==> src/rtl/wpc_pkg.sv <==
package wpc_pkg;

    typedef enum logic [1:0] {
        SZ_BYTE = 2'd0,
        SZ_HALF = 2'd1,
        SZ_WORD = 2'd2
    } size_e;

    typedef enum logic [2:0] {
        ST_IDLE,
        ST_LOOK,
        ST_UNC,
        ST_FILL,
        ST_FIN,
        ST_WBACK,
        ST_WT,
        ST_DONE
    } state_e;

    // fetches ignore the size input: bit 1 of the address picks half or word
    function automatic size_e eff_size(logic ifetch, size_e sz, logic [1:0] off);
        if (ifetch) return off[1] ? SZ_HALF : SZ_WORD;
        return sz;
    endfunction

    // enable bit 3 covers byte offset 0 (bits 31:24)
    function automatic logic [3:0] lane_be(size_e sz, logic [1:0] off);
        case (sz)
            SZ_BYTE: begin
                case (off)
                    2'd0:    return 4'b1000;
                    2'd1:    return 4'b0100;
                    2'd2:    return 4'b0010;
                    default: return 4'b0001;
                endcase
            end
            SZ_HALF: return off[1] ? 4'b0011 : 4'b1100;
            default: return 4'b1111;
        endcase
    endfunction

    function automatic logic [31:0] lane_wdata(size_e sz, logic [31:0] d);
        case (sz)
            SZ_BYTE: return {4{d[7:0]}};
            SZ_HALF: return {2{d[15:0]}};
            default: return d;
        endcase
    endfunction

    function automatic logic [31:0] lane_rdata(size_e sz, logic [1:0] off, logic [31:0] w);
        case (sz)
            SZ_BYTE: begin
                case (off)
                    2'd0:    return {24'd0, w[31:24]};
                    2'd1:    return {24'd0, w[23:16]};
                    2'd2:    return {24'd0, w[15:8]};
                    default: return {24'd0, w[7:0]};
                endcase
            end
            SZ_HALF: return off[1] ? {16'd0, w[15:0]} : {16'd0, w[31:16]};
            default: return w;
        endcase
    endfunction

    function automatic logic [31:0] word_of(logic [127:0] line, logic [1:0] sel);
        case (sel)
            2'd0:    return line[31:0];
            2'd1:    return line[63:32];
            2'd2:    return line[95:64];
            default: return line[127:96];
        endcase
    endfunction

endpackage

==> src/rtl/wpc_lanes.sv <==
module wpc_lanes
    import wpc_pkg::*;
(
    input  size_e       sz,
    input  logic [1:0]  off,
    input  logic [31:0] wdata,
    input  logic [31:0] rword,
    output logic [3:0]  be,
    output logic [31:0] wlane,
    output logic [31:0] rdata
);
    assign be    = lane_be(sz, off);
    assign wlane = lane_wdata(sz, wdata);
    assign rdata = lane_rdata(sz, off, rword);
endmodule

==> src/rtl/wpc_store.sv <==
module wpc_store #(
    parameter int LINES = 4,
    parameter int IDXW  = 2,
    parameter int TAGW  = 10
) (
    input  logic             clk,
    input  logic             rst,
    input  logic [IDXW-1:0]  rd_idx,
    output logic [127:0]     rd_line,
    output logic [TAGW-1:0]  rd_tag,
    output logic             rd_valid,
    output logic             rd_dirty,
    input  logic             wr_en,
    input  logic [IDXW-1:0]  wr_idx,
    input  logic [1:0]       wr_word,
    input  logic [3:0]       wr_be,
    input  logic [31:0]      wr_data,
    input  logic             meta_en,
    input  logic [IDXW-1:0]  meta_idx,
    input  logic [TAGW-1:0]  meta_tag,
    input  logic             meta_valid,
    input  logic             meta_dirty
);
    logic [31:0]     data_q [LINES][4];
    logic [TAGW-1:0] tag_q  [LINES];
    logic [LINES-1:0] valid_q, dirty_q;

    always_ff @(posedge clk) begin
        if (wr_en) begin
            for (int k = 0; k < 4; k++) begin
                if (wr_be[k]) data_q[wr_idx][wr_word][8*k +: 8] <= wr_data[8*k +: 8];
            end
        end
    end

    always_ff @(posedge clk) begin
        if (rst) begin
            valid_q <= '0;
            dirty_q <= '0;
        end else if (meta_en) begin
            tag_q[meta_idx]   <= meta_tag;
            valid_q[meta_idx] <= meta_valid;
            dirty_q[meta_idx] <= meta_dirty;
        end
    end

    for (genvar w = 0; w < 4; w++) begin : g_rd
        assign rd_line[32*w +: 32] = data_q[rd_idx][w];
    end
    assign rd_tag   = tag_q[rd_idx];
    assign rd_valid = valid_q[rd_idx];
    assign rd_dirty = dirty_q[rd_idx];

    // a line can only be dirty while it is valid
    a_r12_dirty_needs_valid: assert property (@(posedge clk) disable iff (rst)
        (dirty_q & ~valid_q) == '0);
endmodule

==> src/rtl/wpc_cache.sv <==
module wpc_cache
    import wpc_pkg::*;
#(
    parameter int AW    = 16,
    parameter int LINES = 4
) (
    input  logic          clk,
    input  logic          rst,
    input  logic          wb_mode,
    input  logic          cpu_req,
    input  logic          cpu_we,
    input  logic          cpu_ifetch,
    input  logic [1:0]    cpu_size,
    input  logic [AW-1:0] cpu_addr,
    input  logic [31:0]   cpu_wdata,
    output logic          cpu_ready,
    output logic [31:0]   cpu_rdata,
    output logic          bus_req,
    output logic          bus_we,
    output logic [AW-1:0] bus_addr,
    output logic [3:0]    bus_be,
    output logic [31:0]   bus_wdata,
    input  logic [31:0]   bus_rdata,
    input  logic          bus_ack
);
    localparam int IDXW = $clog2(LINES);
    localparam int TAGW = AW - IDXW - 4;
    localparam int NCB  = AW - 1;

    state_e          st, nxt;
    logic [AW-1:0]   a_q;
    logic            we_q, wb_q;
    size_e           sz_q;
    logic [31:0]     wd_q, rdata_q;
    logic [1:0]      beat;
    logic [127:0]    v_line;
    logic [TAGW-1:0] v_tag;
    logic            v_dirty;

    logic [TAGW-1:0] a_tag;
    logic [IDXW-1:0] a_idx;
    assign a_tag = a_q[AW-1 -: TAGW];
    assign a_idx = a_q[4 +: IDXW];

    logic [127:0]    rd_line;
    logic [TAGW-1:0] rd_tag;
    logic            rd_valid, rd_dirty, hit;
    logic            wr_en, meta_en, meta_dirty;
    logic [1:0]      wr_word;
    logic [3:0]      wr_be, l_be;
    logic [31:0]     wr_data, l_wdata, l_rdata, r_src;
    logic            load_rd, start_miss, beat_inc;

    assign hit = rd_valid && (rd_tag == a_tag);

    wpc_store #(.LINES(LINES), .IDXW(IDXW), .TAGW(TAGW)) u_store (
        .clk(clk), .rst(rst),
        .rd_idx(a_idx), .rd_line(rd_line), .rd_tag(rd_tag),
        .rd_valid(rd_valid), .rd_dirty(rd_dirty),
        .wr_en(wr_en), .wr_idx(a_idx), .wr_word(wr_word), .wr_be(wr_be), .wr_data(wr_data),
        .meta_en(meta_en), .meta_idx(a_idx), .meta_tag(a_tag),
        .meta_valid(1'b1), .meta_dirty(meta_dirty)
    );

    assign r_src = (st == ST_UNC) ? bus_rdata : word_of(rd_line, a_q[3:2]);

    wpc_lanes u_lanes (
        .sz(sz_q), .off(a_q[1:0]), .wdata(wd_q), .rword(r_src),
        .be(l_be), .wlane(l_wdata), .rdata(l_rdata)
    );

    always_comb begin
        nxt        = st;
        bus_req    = 1'b0;
        bus_we     = 1'b0;
        bus_addr   = '0;
        bus_be     = 4'b0000;
        bus_wdata  = '0;
        wr_en      = 1'b0;
        wr_word    = a_q[3:2];
        wr_be      = l_be;
        wr_data    = l_wdata;
        meta_en    = 1'b0;
        meta_dirty = 1'b0;
        load_rd    = 1'b0;
        start_miss = 1'b0;
        beat_inc   = 1'b0;
        case (st)
            ST_IDLE: if (cpu_req) nxt = ST_LOOK;
            ST_LOOK: begin
                if (a_q[NCB]) begin
                    nxt = ST_UNC;
                end else if (!we_q) begin
                    if (hit) begin load_rd = 1'b1; nxt = ST_DONE; end
                    else     begin start_miss = 1'b1; nxt = ST_FILL; end
                end else if (wb_q) begin
                    if (hit) begin
                        wr_en = 1'b1; meta_en = 1'b1; meta_dirty = 1'b1; nxt = ST_DONE;
                    end else begin
                        start_miss = 1'b1; nxt = ST_FILL;
                    end
                end else begin
                    wr_en = hit;
                    nxt   = ST_WT;
                end
            end
            ST_FILL: begin
                bus_req  = 1'b1;
                bus_addr = {a_tag, a_idx, beat, 2'b00};
                bus_be   = 4'b1111;
                if (bus_ack) begin
                    wr_en    = 1'b1;
                    wr_word  = beat;
                    wr_be    = 4'b1111;
                    wr_data  = bus_rdata;
                    beat_inc = 1'b1;
                    if (beat == 2'd3) nxt = ST_FIN;
                end
            end
            ST_FIN: begin
                wr_en      = we_q;
                meta_en    = 1'b1;
                meta_dirty = we_q;
                load_rd    = 1'b1;
                nxt        = v_dirty ? ST_WBACK : ST_DONE;
            end
            ST_WBACK: begin
                bus_req   = 1'b1;
                bus_we    = 1'b1;
                bus_addr  = {v_tag, a_idx, beat, 2'b00};
                bus_be    = 4'b1111;
                bus_wdata = word_of(v_line, beat);
                if (bus_ack) begin
                    beat_inc = 1'b1;
                    if (beat == 2'd3) nxt = ST_DONE;
                end
            end
            ST_WT: begin
                bus_req   = 1'b1;
                bus_we    = 1'b1;
                bus_addr  = a_q;
                bus_be    = l_be;
                bus_wdata = l_wdata;
                if (bus_ack) nxt = ST_DONE;
            end
            ST_UNC: begin
                bus_req   = 1'b1;
                bus_we    = we_q;
                bus_addr  = a_q;
                bus_be    = l_be;
                bus_wdata = l_wdata;
                if (bus_ack) begin load_rd = !we_q; nxt = ST_DONE; end
            end
            default: nxt = ST_IDLE;
        endcase
    end

    always_ff @(posedge clk) begin
        if (rst) begin
            st      <= ST_IDLE;
            beat    <= 2'd0;
            v_dirty <= 1'b0;
            rdata_q <= '0;
        end else begin
            st <= nxt;
            if (st == ST_IDLE && cpu_req) begin
                a_q  <= cpu_addr;
                we_q <= cpu_we && !cpu_ifetch;
                wb_q <= wb_mode;
                sz_q <= eff_size(cpu_ifetch, size_e'(cpu_size), cpu_addr[1:0]);
                wd_q <= cpu_wdata;
            end
            if (start_miss) begin
                v_line  <= rd_line;
                v_tag   <= rd_tag;
                v_dirty <= rd_valid && rd_dirty;
                beat    <= 2'd0;
            end else if (beat_inc) begin
                beat <= beat + 2'd1;
            end
            if (load_rd) rdata_q <= l_rdata;
        end
    end

    assign cpu_ready = (st == ST_DONE);
    assign cpu_rdata = rdata_q;

    a_r2_ready_pulse: assert property (@(posedge clk) disable iff (rst)
        cpu_ready |=> !cpu_ready);

    a_r13_bus_hold: assert property (@(posedge clk) disable iff (rst)
        (bus_req && !bus_ack) |=> (bus_req && $stable(bus_addr) && $stable(bus_we)
                                   && $stable(bus_be) && $stable(bus_wdata)));

    a_r1_fill_step: assert property (@(posedge clk) disable iff (rst)
        (st == ST_FILL && bus_ack && beat != 2'd3) |=> (bus_addr == $past(bus_addr) + AW'(4)));

    a_r7_fill_before_evict: assert property (@(posedge clk) disable iff (rst)
        (st == ST_WBACK && $past(st) != ST_WBACK) |-> $past(st) == ST_FIN);

    a_r5_dirty_only_wb: assert property (@(posedge clk) disable iff (rst)
        (meta_en && meta_dirty) |-> (wb_q && we_q));

    a_r10_unc_single: assert property (@(posedge clk) disable iff (rst)
        (st == ST_UNC && bus_ack) |=> !bus_req);
endmodule

==> config.mk <==
export PLATFORM = sky130hd
export DESIGN_NAME = wpc_cache
export DESIGN_NICKNAME = d
export VERILOG_FILES = /design/src/rtl/wpc_pkg.sv /design/src/rtl/wpc_lanes.sv /design/src/rtl/wpc_store.sv /design/src/rtl/wpc_cache.sv
export SDC_FILE = /design/constraint.sdc
export NUM_CORES = 1
export LEC_CHECK = 0
export BUFFER_PORTS_ARGS = -buffer_cell sky130_fd_sc_hd__buf_2
export CAP_MARGIN = 20
export CORE_MARGIN = 1.5
export CORE_UTILIZATION = 32
export DETAILED_ROUTE_END_ITERATION = 6
export RECOVER_POWER = 25
export SLEW_MARGIN = 40
export SYNTH_ARGS = -nofsm -noshare
export SYNTH_HDL_FRONTEND = slang
export SYNTH_HIERARCHICAL = 1
export SYNTH_SLANG_ARGS = --single-unit
==> constraint.sdc <==
create_clock -name clk -period 25.6 [get_ports clk]
set_input_delay 2.56 -clock clk [delete_from_list [all_inputs] [get_ports clk]]
set_output_delay 2.56 -clock clk [all_outputs]
set_load 0.05 [all_outputs]
==> flow_metrics.env <==
export IMPL_vias=17790
export IMPL_reg2reg_depth=5
export IMPL_leakagePower_uw=0.0121
export IMPL_cp_end_kind="flip-flop"
export IMPL_final_setup_skew_ns=0.0214
export IMPL_stdcell_count=3319
export IMPL_async_flop_share_pct=0
export IMPL_antenna_left=0
export IMPL_die_h_um=321
export IMPL_path_delay_family="buffers and inverters"
export IMPL_worstMarginPinSlew_ns=4.71
export IMPL_holdWs_ns=0.472
export IMPL_grt_max_degree=97
export IMPL_layout_common_cells="742 x edfxtp_1, 172 x mux4_2, 161 x buf_2"
export IMPL_post_route_util_pct=37.0
export IMPL_cts_sinks=788
export IMPL_startpoint="a_q[4]"
export IMPL_pre_cts_ws_ns=20.03
export IMPL_wl_mm=92.2
export IMPL_swShare_pct=30.1
export IMPL_power_switching_uw=1040
export IMPL_start_util_pct=32.3
export IMPL_crit_type="reg2reg"
export IMPL_p_per_area_nw_per_um2=92.8
export IMPL_pin_count=176
export IMPL_cp_depth=5
export IMPL_clk_pin_slew_ns=0.06
export IMPL_ys_warn_count=6
export IMPL_crit_chain="clkbuf_1 > clkbuf_1 > nand2_1 > buf_4 > nor2_1"
export IMPL_insertion_delay_ns=0.63
export IMPL_synth_edf_count=742
export IMPL_fin_crit_sh_pct=38.0
export IMPL_cp_required_ns=25.85
export IMPL_numCtsBuffers=79
export IMPL_finalMaxSlewViolations=360
export IMPL_postSynthNetCount=1819
export IMPL_pwr_share_comb_pct=21.3
export IMPL_ir_drop_uv=43.6
export IMPL_drive_gt1_share_pct=28.2
export IMPL_die_area_um2=103000
export IMPL_syn_cell_area_um2=32400
export IMPL_p_int_uw=2410
export IMPL_finalSetupTns_ns=0
export IMPL_seqPwrFrac_pct=45.7
export IMPL_ctsHoldBuffers=0
export IMPL_core_um2=100000
export IMPL_row_count=116
export IMPL_setup_violations=0
export IMPL_max_stage_delay_ns=3.04
export IMPL_syn_inst=1726
export IMPL_setup_slack_ns=15.86
export IMPL_antenna_found_initial=5
export IMPL_drv_cap=6
export IMPL_grt_pass1_wl_mm=130
export IMPL_htree_num_levels=3
export IMPL_clk_path_buf_depth=3
export IMPL_critPathLaunchType="flip-flop"
export IMPL_r2r_end="u_store/data_q[3][111]"
export IMPL_pwr_share_clk_pct=33.0
export IMPL_die_x_um=321
export IMPL_viasPerCell=5.36
export IMPL_outcome="finished with violations"
export IMPL_r2r_start="a_q[4]"
export IMPL_postCtsSetupBuffers=0
export IMPL_worstPathMaxFanout=50
export IMPL_final_nets=1987
export IMPL_reg2reg_slack_ns=15.86
export IMPL_gp_congestion=0.808
export IMPL_cp_arrival_ns=9.99
export IMPL_violations="max-capacitance violations, max-slew violations"
export IMPL_synth_area_per_cell_um2=18.8
export IMPL_seq_area_frac_synth_pct=71.6
export IMPL_cts_resized=0
export IMPL_period_needed_ns=9.74
export IMPL_fmaxAchievable_mhz=103
export IMPL_dp_cells=3169
export IMPL_hold_violations=0
export IMPL_first_iter_violations=2114
export IMPL_cts_tree="yes"
export IMPL_area_growth_pct=14.7
export IMPL_setup_worst_path_end="u_store/data_q[3][111]"
export IMPL_rsz0062_at_grt="no"
export IMPL_hpwl_mm=62.5
export IMPL_final_common_cell="edfxtp_1"
export IMPL_track_usage_pct=17.6
export IMPL_grt_pass1_vias=17417
export IMPL_crit_slowest_cell="clkbuf_1"
export IMPL_hold_path_class="reg2reg"
export IMPL_drc_errors=0
export IMPL_cp_common_cell="clkbuf_1"
export IMPL_portBuffers=175
export IMPL_firstDrtPassIters=7
export IMPL_synthFlopType="edfxtp_1"
export IMPL_wl_per_cell_um=27.8
export IMPL_synth_seq_cells=788
export IMPL_path_buf_inv=3
export IMPL_clock_root_buffer="clkbuf_16"
export IMPL_relSlewSlack_pct=-214
export IMPL_ys_types=56
export IMPL_grt_ovfl_total=0
==> registers in the layout, summed over array words and instances (netlist names) <==
signal and count:
a_q 16, beat 2, cpu_rdata 32, st 3, sz_q 2, u_store/data_q 512
u_store/dirty_q 4, u_store/tag_q 40, u_store/valid_q 4, v_dirty 1, v_line 128, v_tag 10
wb_q 1, wd_q 32, we_q 1
==> synth_stat cells (18+ instances only) <==
| cell type | instances | area share [%] |
|---|---|---|
| nand2b_1 | 86 | 1.7 |
| edfxtp_1 | 742 | 69 |
| and2_1 | 21 | 0.41 |
| nand2_1 | 60 | 0.70 |
| buf_2 | 33 | 0.51 |
| mux2_2 | 75 | 2.6 |
| dfxtp_1 | 46 | 2.8 |
| nor2_1 | 82 | 0.95 |
| clkbuf_1 | 54 | 0.63 |
| buf_6 | 18 | 0.63 |
| a22o_1 | 44 | 1.2 |
| o21ai_0 | 59 | 0.91 |
| mux2i_1 | 59 | 1.8 |
| mux4_2 | 172 | 12 |
| a222oi_1 | 32 | 0.99 |
==> worst min-delay path by stage <==
stage	from	end	slack [ns]	cells after the start
3_5_place_dp	cpu_rdata[25]	cpu_rdata[25]	0.46	2
5_1_grt	cpu_rdata[15]	cpu_rdata[15]	0.50	2
4_1_cts	cpu_rdata[25]	cpu_rdata[25]	0.47	2
2_1_floorplan	u_store/dirty_q[2]	u_store/dirty_q[2]	0.45	2
3_3_place_gp	u_store/dirty_q[1]	u_store/dirty_q[1]	0.46	2
6_report	cpu_rdata[25]	cpu_rdata[25]	0.47	2
==> metrics by stage <==
stage | cell area (µm²) | power (µW)
after floorplan | 32400 | 2060
after global placement | 34600 | 2320
after detailed placement | 34700 | 2330
after CTS | 37200 | 3470
after global routing | 37100 | 3550
final | 37200 | 3450
==> kinds of logic after synthesis <==
family	count (synthesis)	synth area share [%]
DFF	788	71.6
xor gates and xnor gates	13	0.351
and+or+nand+nor	308	5.04
buffers and inverters	131	2.22
muxes	312	16.6
adders and majority gates	4	0.154
AOI/OAI and AO/OA	169	4.02
other	1	0.0116
==> layer usage <==
metal | GRT usage (%) | part of all wire (%)
met2 | 26.7 | 45
met5 | 0 | 0
met4 | 4.29 | 2.4
met1 | 25.0 | 42
met3 | 4.94 | 11
==> tightest hold or removal path: stages, from the launching register on <==
cell      delay, ns
dfxtp_1        0.30
nand2b_1       0.06
mux2i_1        0.06
==> cell type report <==
| cell class | instances | area (µm²) |
|---|---|---|
| Fill cell | 9178 | 63100 |
| Sequential cell | 788 | 23200 |
| Multi-Input combinational cell | 807 | 8540 |
| Clock buffer | 103 | 2150 |
| Tap cell | 1357 | 1700 |
| Timing Repair Buffer | 210 | 1150 |
| Clock inverter | 41 | 368 |
| Inverter | 8 | 30.0 |
| Antenna cell | 5 | 12.5 |
==> power by group through the flow <==
| stage | Sequential (µW) | Combinational (µW) | Clock, µW |
|---|---|---|---|
| floorplan | 1610 | 453 | 0 |
| global placement | 1600 | 716 | 0 |
| detailed placement | 1600 | 727 | 0 |
| CTS | 1570 | 730 | 1160 |
| global route | 1580 | 765 | 1200 |
| finish | 1580 | 733 | 1140 |
No activity file was read; power rests on OpenSTA's default activity.
